## src/rtl/ivt_pkg.sv

```systemverilog
package ivt_pkg;
  localparam int ADDR_W = 3;
  localparam int NFLAG  = 2;

  typedef enum logic [ADDR_W-1:0] {
    A_CLKSET = 3'd0,
    A_CTRL   = 3'd1,
    A_INTV   = 3'd2,
    A_MATCH  = 3'd3,
    A_STS    = 3'd4,
    A_IEN    = 3'd5
  } reg_addr_e;

  // control bit positions
  localparam int C_HALT    = 0;
  localparam int C_WOFF    = 1;
  localparam int C_IMODE   = 2;
  localparam int C_MMODE   = 3;
  localparam int C_RESTART = 4;

  // status / enable bit positions
  localparam int F_WRAP  = 0;
  localparam int F_MATCH = 1;

  typedef struct packed {
    logic mmode;
    logic imode;
    logic woff;
    logic halt;
  } ctrl_t;
endpackage

```

## src/rtl/ivt_prescale.sv

```systemverilog
module ivt_prescale #(
  parameter int CODE_W = 4
) (
  input  logic              clk,
  input  logic              rst,
  input  logic              run,
  input  logic              en,
  input  logic [CODE_W-1:0] code,
  input  logic              restart,
  output logic              tick
);
  localparam int PRE_W = 1 << CODE_W;

  logic [PRE_W-1:0] pre_q;
  logic [PRE_W:0]   lim_w;
  logic             hit;

  always_comb begin
    lim_w = ((PRE_W+1)'(1) << (int'(code) + 1)) - (PRE_W+1)'(1);
    hit   = (pre_q == lim_w[PRE_W-1:0]);
    tick  = run && (!en || hit);
  end

  always_ff @(posedge clk) begin
    if (rst || restart) begin
      pre_q <= '0;
    end else if (run && en) begin
      pre_q <= hit ? '0 : pre_q + 1'b1;
    end
  end
endmodule

```

## src/rtl/ivt_count.sv

```systemverilog
module ivt_count #(
  parameter int W = 16
) (
  input  logic         clk,
  input  logic         rst,
  input  logic         tick,
  input  logic         restart,
  input  logic         imode,
  input  logic         mmode,
  input  logic [W-1:0] intv,
  input  logic [W-1:0] match,
  output logic [W-1:0] cnt,
  output logic         wrap_evt,
  output logic         match_evt
);
  logic [W-1:0] cnt_q;
  logic [W-1:0] nxt;
  logic         at_top;
  logic         step;

  always_comb begin
    step      = tick && !restart;
    at_top    = imode ? (cnt_q == intv) : (cnt_q == {W{1'b1}});
    nxt       = at_top ? '0 : cnt_q + 1'b1;
    wrap_evt  = step && at_top;
    match_evt = step && mmode && (nxt == match);
  end

  always_ff @(posedge clk) begin
    if (rst || restart) begin
      cnt_q <= '0;
    end else if (step) begin
      cnt_q <= nxt;
    end
  end

  assign cnt = cnt_q;
endmodule

```

## src/rtl/ivt_wave.sv

```systemverilog
module ivt_wave (
  input  logic clk,
  input  logic rst,
  input  logic restart,
  input  logic wrap_evt,
  input  logic match_evt,
  input  logic woff,
  output logic wave_q,
  output logic wave_o
);
  always_ff @(posedge clk) begin
    if (rst || restart) begin
      wave_q <= 1'b0;
    end else if (wrap_evt) begin
      wave_q <= 1'b0;
    end else if (match_evt) begin
      wave_q <= ~wave_q;
    end
  end

  always_ff @(posedge clk) begin
    if (rst) wave_o <= 1'b0;
    else     wave_o <= wave_q && !woff;
  end
endmodule

```

## src/rtl/ivt_regs.sv

```systemverilog
module ivt_regs
  import ivt_pkg::*;
#(
  parameter int W      = 16,
  parameter int CODE_W = 4
) (
  input  logic              clk,
  input  logic              rst,
  input  logic              wr_en,
  input  logic              rd_en,
  input  logic [ADDR_W-1:0] addr,
  input  logic [W-1:0]      wdata,
  input  logic [NFLAG-1:0]  evt,
  output logic [W-1:0]      rdata,
  output logic              ps_en,
  output logic [CODE_W-1:0] ps_code,
  output ctrl_t             ctrl,
  output logic              restart,
  output logic [W-1:0]      intv,
  output logic [W-1:0]      match,
  output logic [NFLAG-1:0]  sts,
  output logic [NFLAG-1:0]  ien,
  output logic              irq_o
);
  logic wr_clk, wr_ctrl, wr_intv, wr_match, wr_sts, wr_ien;
  logic [W-1:0] rd_mux;

  always_comb begin
    wr_clk   = wr_en && (addr == A_CLKSET);
    wr_ctrl  = wr_en && (addr == A_CTRL);
    wr_intv  = wr_en && (addr == A_INTV);
    wr_match = wr_en && (addr == A_MATCH);
    wr_sts   = wr_en && (addr == A_STS);
    wr_ien   = wr_en && (addr == A_IEN);
    restart  = wr_ctrl && wdata[C_RESTART];
  end

  always_ff @(posedge clk) begin
    if (rst) begin
      ps_en   <= 1'b0;
      ps_code <= '0;
      ctrl    <= '{mmode: 1'b0, imode: 1'b0, woff: 1'b0, halt: 1'b1};
      intv    <= '0;
      match   <= '0;
      ien     <= '0;
    end else begin
      if (wr_clk) begin
        ps_en   <= wdata[0];
        ps_code <= wdata[CODE_W:1];
      end
      if (wr_ctrl) begin
        ctrl.halt  <= wdata[C_HALT];
        ctrl.woff  <= wdata[C_WOFF];
        ctrl.imode <= wdata[C_IMODE];
        ctrl.mmode <= wdata[C_MMODE];
      end
      if (wr_intv)  intv  <= wdata;
      if (wr_match) match <= wdata;
      if (wr_ien)   ien   <= wdata[NFLAG-1:0];
    end
  end

  for (genvar g = 0; g < NFLAG; g++) begin : g_flag
    always_ff @(posedge clk) begin
      if (rst)                    sts[g] <= 1'b0;
      else if (evt[g] && ien[g])  sts[g] <= 1'b1;
      else if (wr_sts && wdata[g]) sts[g] <= 1'b0;
    end
  end

  always_ff @(posedge clk) begin
    if (rst) irq_o <= 1'b0;
    else     irq_o <= |(sts & ien);
  end

  always_comb begin
    rd_mux = '0;
    case (addr)
      A_CLKSET: rd_mux[CODE_W:0] = {ps_code, ps_en};
      A_CTRL: begin
        rd_mux[C_HALT]  = ctrl.halt;
        rd_mux[C_WOFF]  = ctrl.woff;
        rd_mux[C_IMODE] = ctrl.imode;
        rd_mux[C_MMODE] = ctrl.mmode;
      end
      A_INTV:  rd_mux = intv;
      A_MATCH: rd_mux = match;
      A_STS:   rd_mux[NFLAG-1:0] = sts;
      A_IEN:   rd_mux[NFLAG-1:0] = ien;
      default: rd_mux = '0;
    endcase
  end

  always_ff @(posedge clk) begin
    if (rst)        rdata <= '0;
    else if (rd_en) rdata <= rd_mux;
  end
endmodule

```

## src/rtl/ivt_timer.sv

```systemverilog
module ivt_timer
  import ivt_pkg::*;
#(
  parameter int W      = 16,
  parameter int CODE_W = 4
) (
  input  logic         clk,
  input  logic         rst,
  input  logic         wr_en,
  input  logic         rd_en,
  input  logic [2:0]   addr,
  input  logic [W-1:0] wdata,
  output logic [W-1:0] rdata,
  output logic         wave_o,
  output logic         irq_o
);
  logic              ps_en;
  logic [CODE_W-1:0] ps_code;
  ctrl_t             ctrl;
  logic              restart;
  logic [W-1:0]      intv;
  logic [W-1:0]      match;
  logic [NFLAG-1:0]  sts;
  logic [NFLAG-1:0]  ien;
  logic [NFLAG-1:0]  evt;
  logic              tick;
  logic [W-1:0]      cnt;
  logic              wrap_evt;
  logic              match_evt;
  logic              wave_q;

  ivt_regs #(.W(W), .CODE_W(CODE_W)) u_regs (
    .clk(clk), .rst(rst), .wr_en(wr_en), .rd_en(rd_en), .addr(addr),
    .wdata(wdata), .evt(evt), .rdata(rdata), .ps_en(ps_en),
    .ps_code(ps_code), .ctrl(ctrl), .restart(restart), .intv(intv),
    .match(match), .sts(sts), .ien(ien), .irq_o(irq_o)
  );

  ivt_prescale #(.CODE_W(CODE_W)) u_pre (
    .clk(clk), .rst(rst), .run(!ctrl.halt), .en(ps_en), .code(ps_code),
    .restart(restart), .tick(tick)
  );

  ivt_count #(.W(W)) u_cnt (
    .clk(clk), .rst(rst), .tick(tick), .restart(restart),
    .imode(ctrl.imode), .mmode(ctrl.mmode), .intv(intv), .match(match),
    .cnt(cnt), .wrap_evt(wrap_evt), .match_evt(match_evt)
  );

  always_comb begin
    evt          = '0;
    evt[F_WRAP]  = wrap_evt;
    evt[F_MATCH] = match_evt;
  end

  ivt_wave u_wave (
    .clk(clk), .rst(rst), .restart(restart), .wrap_evt(wrap_evt),
    .match_evt(match_evt), .woff(ctrl.woff), .wave_q(wave_q),
    .wave_o(wave_o)
  );
endmodule

```

## config.mk

```make
export PLATFORM = sky130hd
export DESIGN_NAME = ivt_timer
export DESIGN_NICKNAME = d
export VERILOG_FILES = /design/src/rtl/ivt_pkg.sv /design/src/rtl/ivt_prescale.sv /design/src/rtl/ivt_count.sv /design/src/rtl/ivt_wave.sv /design/src/rtl/ivt_regs.sv /design/src/rtl/ivt_timer.sv
export SDC_FILE = /design/constraint.sdc
export NUM_CORES = 1
export LEC_CHECK = 0
export ABC_CLOCK_PERIOD_IN_PS = 4300
export BUFFER_PORTS_ARGS = -buffer_cell sky130_fd_sc_hd__buf_4
export CORE_MARGIN = 4
export CORE_UTILIZATION = 61
export DETAILED_ROUTE_END_ITERATION = 10
export PLACE_DENSITY = 0.84
export SYNTH_ARGS = -nofsm -noshare
export SYNTH_HDL_FRONTEND = slang
export SYNTH_SLANG_ARGS = --single-unit
```

## constraint.sdc

```tcl
create_clock -name clk -period 4.3 [get_ports clk]
set_input_delay 0.645 -clock clk [delete_from_list [all_inputs] [get_ports clk]]
set_output_delay 0.645 -clock clk [all_outputs]
set_load 0.03 [all_outputs]
```

==> metrics.txt <==
Worst Hold End=u_wave.wave_o$_SDFF_PP0_; Hold Crit Start=u_regs.ctrl[1]$_SDFFE_PP0P_; Synth Flop Type=dfxtp_1; Post-DP Area=5930 um2; WP data required=4.58 ns; total gr overflow=0; Core Rows=34; share of layout cells above drive strength 1=0.0997; max cap viols=0; synth top area cells=dfxtp_1 (34%), nor2_1 (7.2%), nand2_1 (6.9%); Final Max Tran Viols=0; Post-CTS Setup Inserts=0; DRC Markers=0; GRT Util Overall=0.265; crit path max fanout=23; initial antenna violation count=0; Final Worst Setup Slack=0.402 ns; GP Congestion=0.911; die area=10900 um2; RSZ-0062 raised after global routing=false; FF-to-FF End=u_wave.wave_q$_SDFFE_PP0P_; die height=about 100 um; Inserted Diodes=0; slew margin rel.=0.160; outcome=completed; total power=1.64 mW; critical path arrival=between 4 and 5 ns; syn avg cell area=~7.7 um2; # fillers=about 740; worst-skew pair later-pin latency=0.38 ns; H-Tree Depth=3; Synthesized Nets=768; Max Buffers Root-to-Sink=2; ys async rst share=0; Hold Fails Final Rpt=0; CTS tree=yes; Num Clock Sinks=96; WL final=14.5 mm; CORE AREA=about 9000 um2; leakage power=2.13 nW; Netlist Area Pre-Place=5680 um2; largest net degree at the start of global routing=66; Cells after Synth=roughly 740; via count=around 5400; number of I/O port buffers=40; clk_skew=0.0143 ns; maximum VDD drop=0.168 mV; slew at the pin closest to its max-slew limit=1.26 ns; Starting Density=0.638; number of global-route vias before repair=4927; final-report setup violation count=0; Iteration-0 DRC Markers=355; Syn. warnings=0; CP cell instances=nor4_2 > inv_1 > ha_1 > nor3b_1 > o211ai_1 > and3_1 > or4_4 > nor4_2 > o21ai_2 > and4bb_1 > nand3_1 > a211oi_1; Place WS=0.541 ns; global-route wire length before repair=about 24 mm; post-synthesis register bit count=96; Post-synth EDFFs=0; kind of critical path=register to register; r2r setup slk=0.40 ns; share of Yosys cell area claimed by the top area cell type=0.339; CP startpoint kind=register; Tmin final=3.90 ns; post-synthesis sequential area ratio=0.339; Max Fclk=257 MHz; post-synth cell types=73; Detailed Routing Iterations Pass 1=6; Post-DRT Antenna Nets=0; CTS Buf Count=9; Avg WL per Cell=16.9 um; post-CTS sizing=0; Die Wd=104 um; Power Density=approximately 270 nW/um2; fin crit share=0.906; drt via density=6.25; cts-stage hold buffer count=0; count of nets after finishing=773; post-route design area=6110 um2; DP HPWL=about 10 mm; Final Util=0.688; Clock transition at path regs=0.11 ns; min-delay worst type=register to register; Crit. End Element=register; Cells on Worst Hold Path=1; Reg2Reg Depth=12; CP most frequent cell=nor4_2; Worst path slowest cell=dfxtp_1; setup_tns=0 ns; slowest stage delay, CP=0.54 ns; root buf cell=clkbuf_8; area leader, netlist=dfxtp_1; number of I/O pins=41; reg2reg start=u_regs.ps_code[3]$_SDFFE_PP0P_; Area Growth Syn to Fin=7.71%
==> cell type report <==
cell class	count	area, um2	share of cell area
Clock buffer	10	128	0.0209
Timing Repair Buffer	45	338	0.0552
Clock inverter	6	57.6	0.00941
Sequential cell	96	1920	0.314
Inverter	9	33.8	0.00552
Tap cell	108	135	0.0221
Multi-Input combinational cell	586	3500	0.573
==> worst max path at each step <==
stage                              startpoint                    endpoint  depth (start not counted)
4_1_cts        u_regs.ps_code[3]$_SDFFE_PP0P_  u_wave.wave_q$_SDFFE_PP0P_                         12
2_1_floorplan  u_regs.ps_code[1]$_SDFFE_PP0P_   u_cnt.cnt[8]$_SDFFE_PP0N_                         13
6_report       u_regs.ps_code[3]$_SDFFE_PP0P_  u_wave.wave_q$_SDFFE_PP0P_                         12
3_5_place_dp   u_regs.ps_code[3]$_SDFFE_PP0P_   u_cnt.cnt[7]$_SDFFE_PP0N_                         12
3_3_place_gp   u_regs.ps_code[3]$_SDFFE_PP0P_   u_cnt.cnt[8]$_SDFFE_PP0N_                         11
5_1_grt        u_regs.ps_code[3]$_SDFFE_PP0P_   u_cnt.cnt[7]$_SDFFE_PP0N_                         12
==> critical path: cells and delay by family (launching register included) <==
family | cells | cell delay [ns]
adder cells (fa/ha/maj) | 1 | 0.31
buffers and inverters | 1 | 0.09
AND/OR/NAND/NOR | 7 | 2.17
AO/OA/AOI/OAI | 3 | 0.68
flip-flops | 1 | 0.54
==> layer usage <==
layer,GRT usage,wire length [um]
met5,0,0
met4,0.0988,387
met3,0.0472,986
met2,0.427,6910
met1,0.353,6230
==> stage by stage <==
step                      hold slack (ns)  cells
after floorplan                     0.421    742
after global placement              0.435    844
after detailed placement            0.443    844
after CTS                           0.458    860
after global routing                0.472    860
final                               0.463    860
==> cells in the final DEF, fill, tap and decap left out, drive strengths merged, types with 11 or more instances in the layout <==
| cell | n |
|---|---|
| nand3b | 12 |
| xor2 | 18 |
| dfxtp | 96 |
| buf | 45 |
| a31oi | 11 |
| nand3 | 25 |
| nand4 | 11 |
| a21oi | 72 |
| o21ai | 27 |
| nor3b | 11 |
| inv | 14 |
| mux2i | 22 |
| xnor2 | 24 |
| and2 | 12 |
| nand2 | 105 |
| nor2 | 110 |
==> report_power, final <==
part	switching [mW]	internal, mW	total, mW
Combinational	0.0790	0.0525	0.132
Sequential	0.0181	0.899	0.917
Clock	0.365	0.227	0.591
==> cells by family (layout without fill, tap and decap cells) <==
family | count (synthesis) | count (layout) | share of synthesized area
muxes | 26 | 26 | 0.0507
xor gates and xnor gates | 45 | 45 | 0.0767
DFF | 96 | 96 | 0.339
and+or+nand+nor | 344 | 344 | 0.302
other | 1 | 1 | 0.000661
adders and majority gates | 3 | 3 | 0.00661
buffers and inverters | 60 | 70 | 0.0447
AOI/OAI and AO/OA | 167 | 167 | 0.180
==> flip-flops by register name, summed over array words and instances, names as in the netlist, 2 cells and up <==
register,count
u_regs.match,16
u_regs.ctrl,4
u_regs.ien,2
u_regs.ps_code,4
u_regs.sts,2
u_pre.pre_q,16
u_regs.rdata,16
u_regs.intv,16
u_cnt.cnt,16
==> Yosys cell counts (3+ instances only) <==
master    number
nand4_1       10
dfxtp_1       96
nor2b_1        4
a21o_1         5
and2_1        11
mux2i_1       22
nand2_1      105
a21boi_0       3
o22ai_1        4
a22oi_1        4
nand3b_1      12
xnor2_1       24
o211ai_1      10
and3_1         7
a32oi_1        5
nor3_1         8
buf_1          4
nand2b_1       6
and4_1         4
ha_1           3
xor2_1        18
inv_1          9
o21a_1         4
xnor3_1        3
clkbuf_1      29
a211oi_1       3
nor3b_1       11
a21oi_1       72
or3_1          5
nor2_1       109
and3b_1        6
a31oi_1       11
o21ai_0       24
buf_2         17
nand3_1       25
Power figures use the tool's default switching activity.
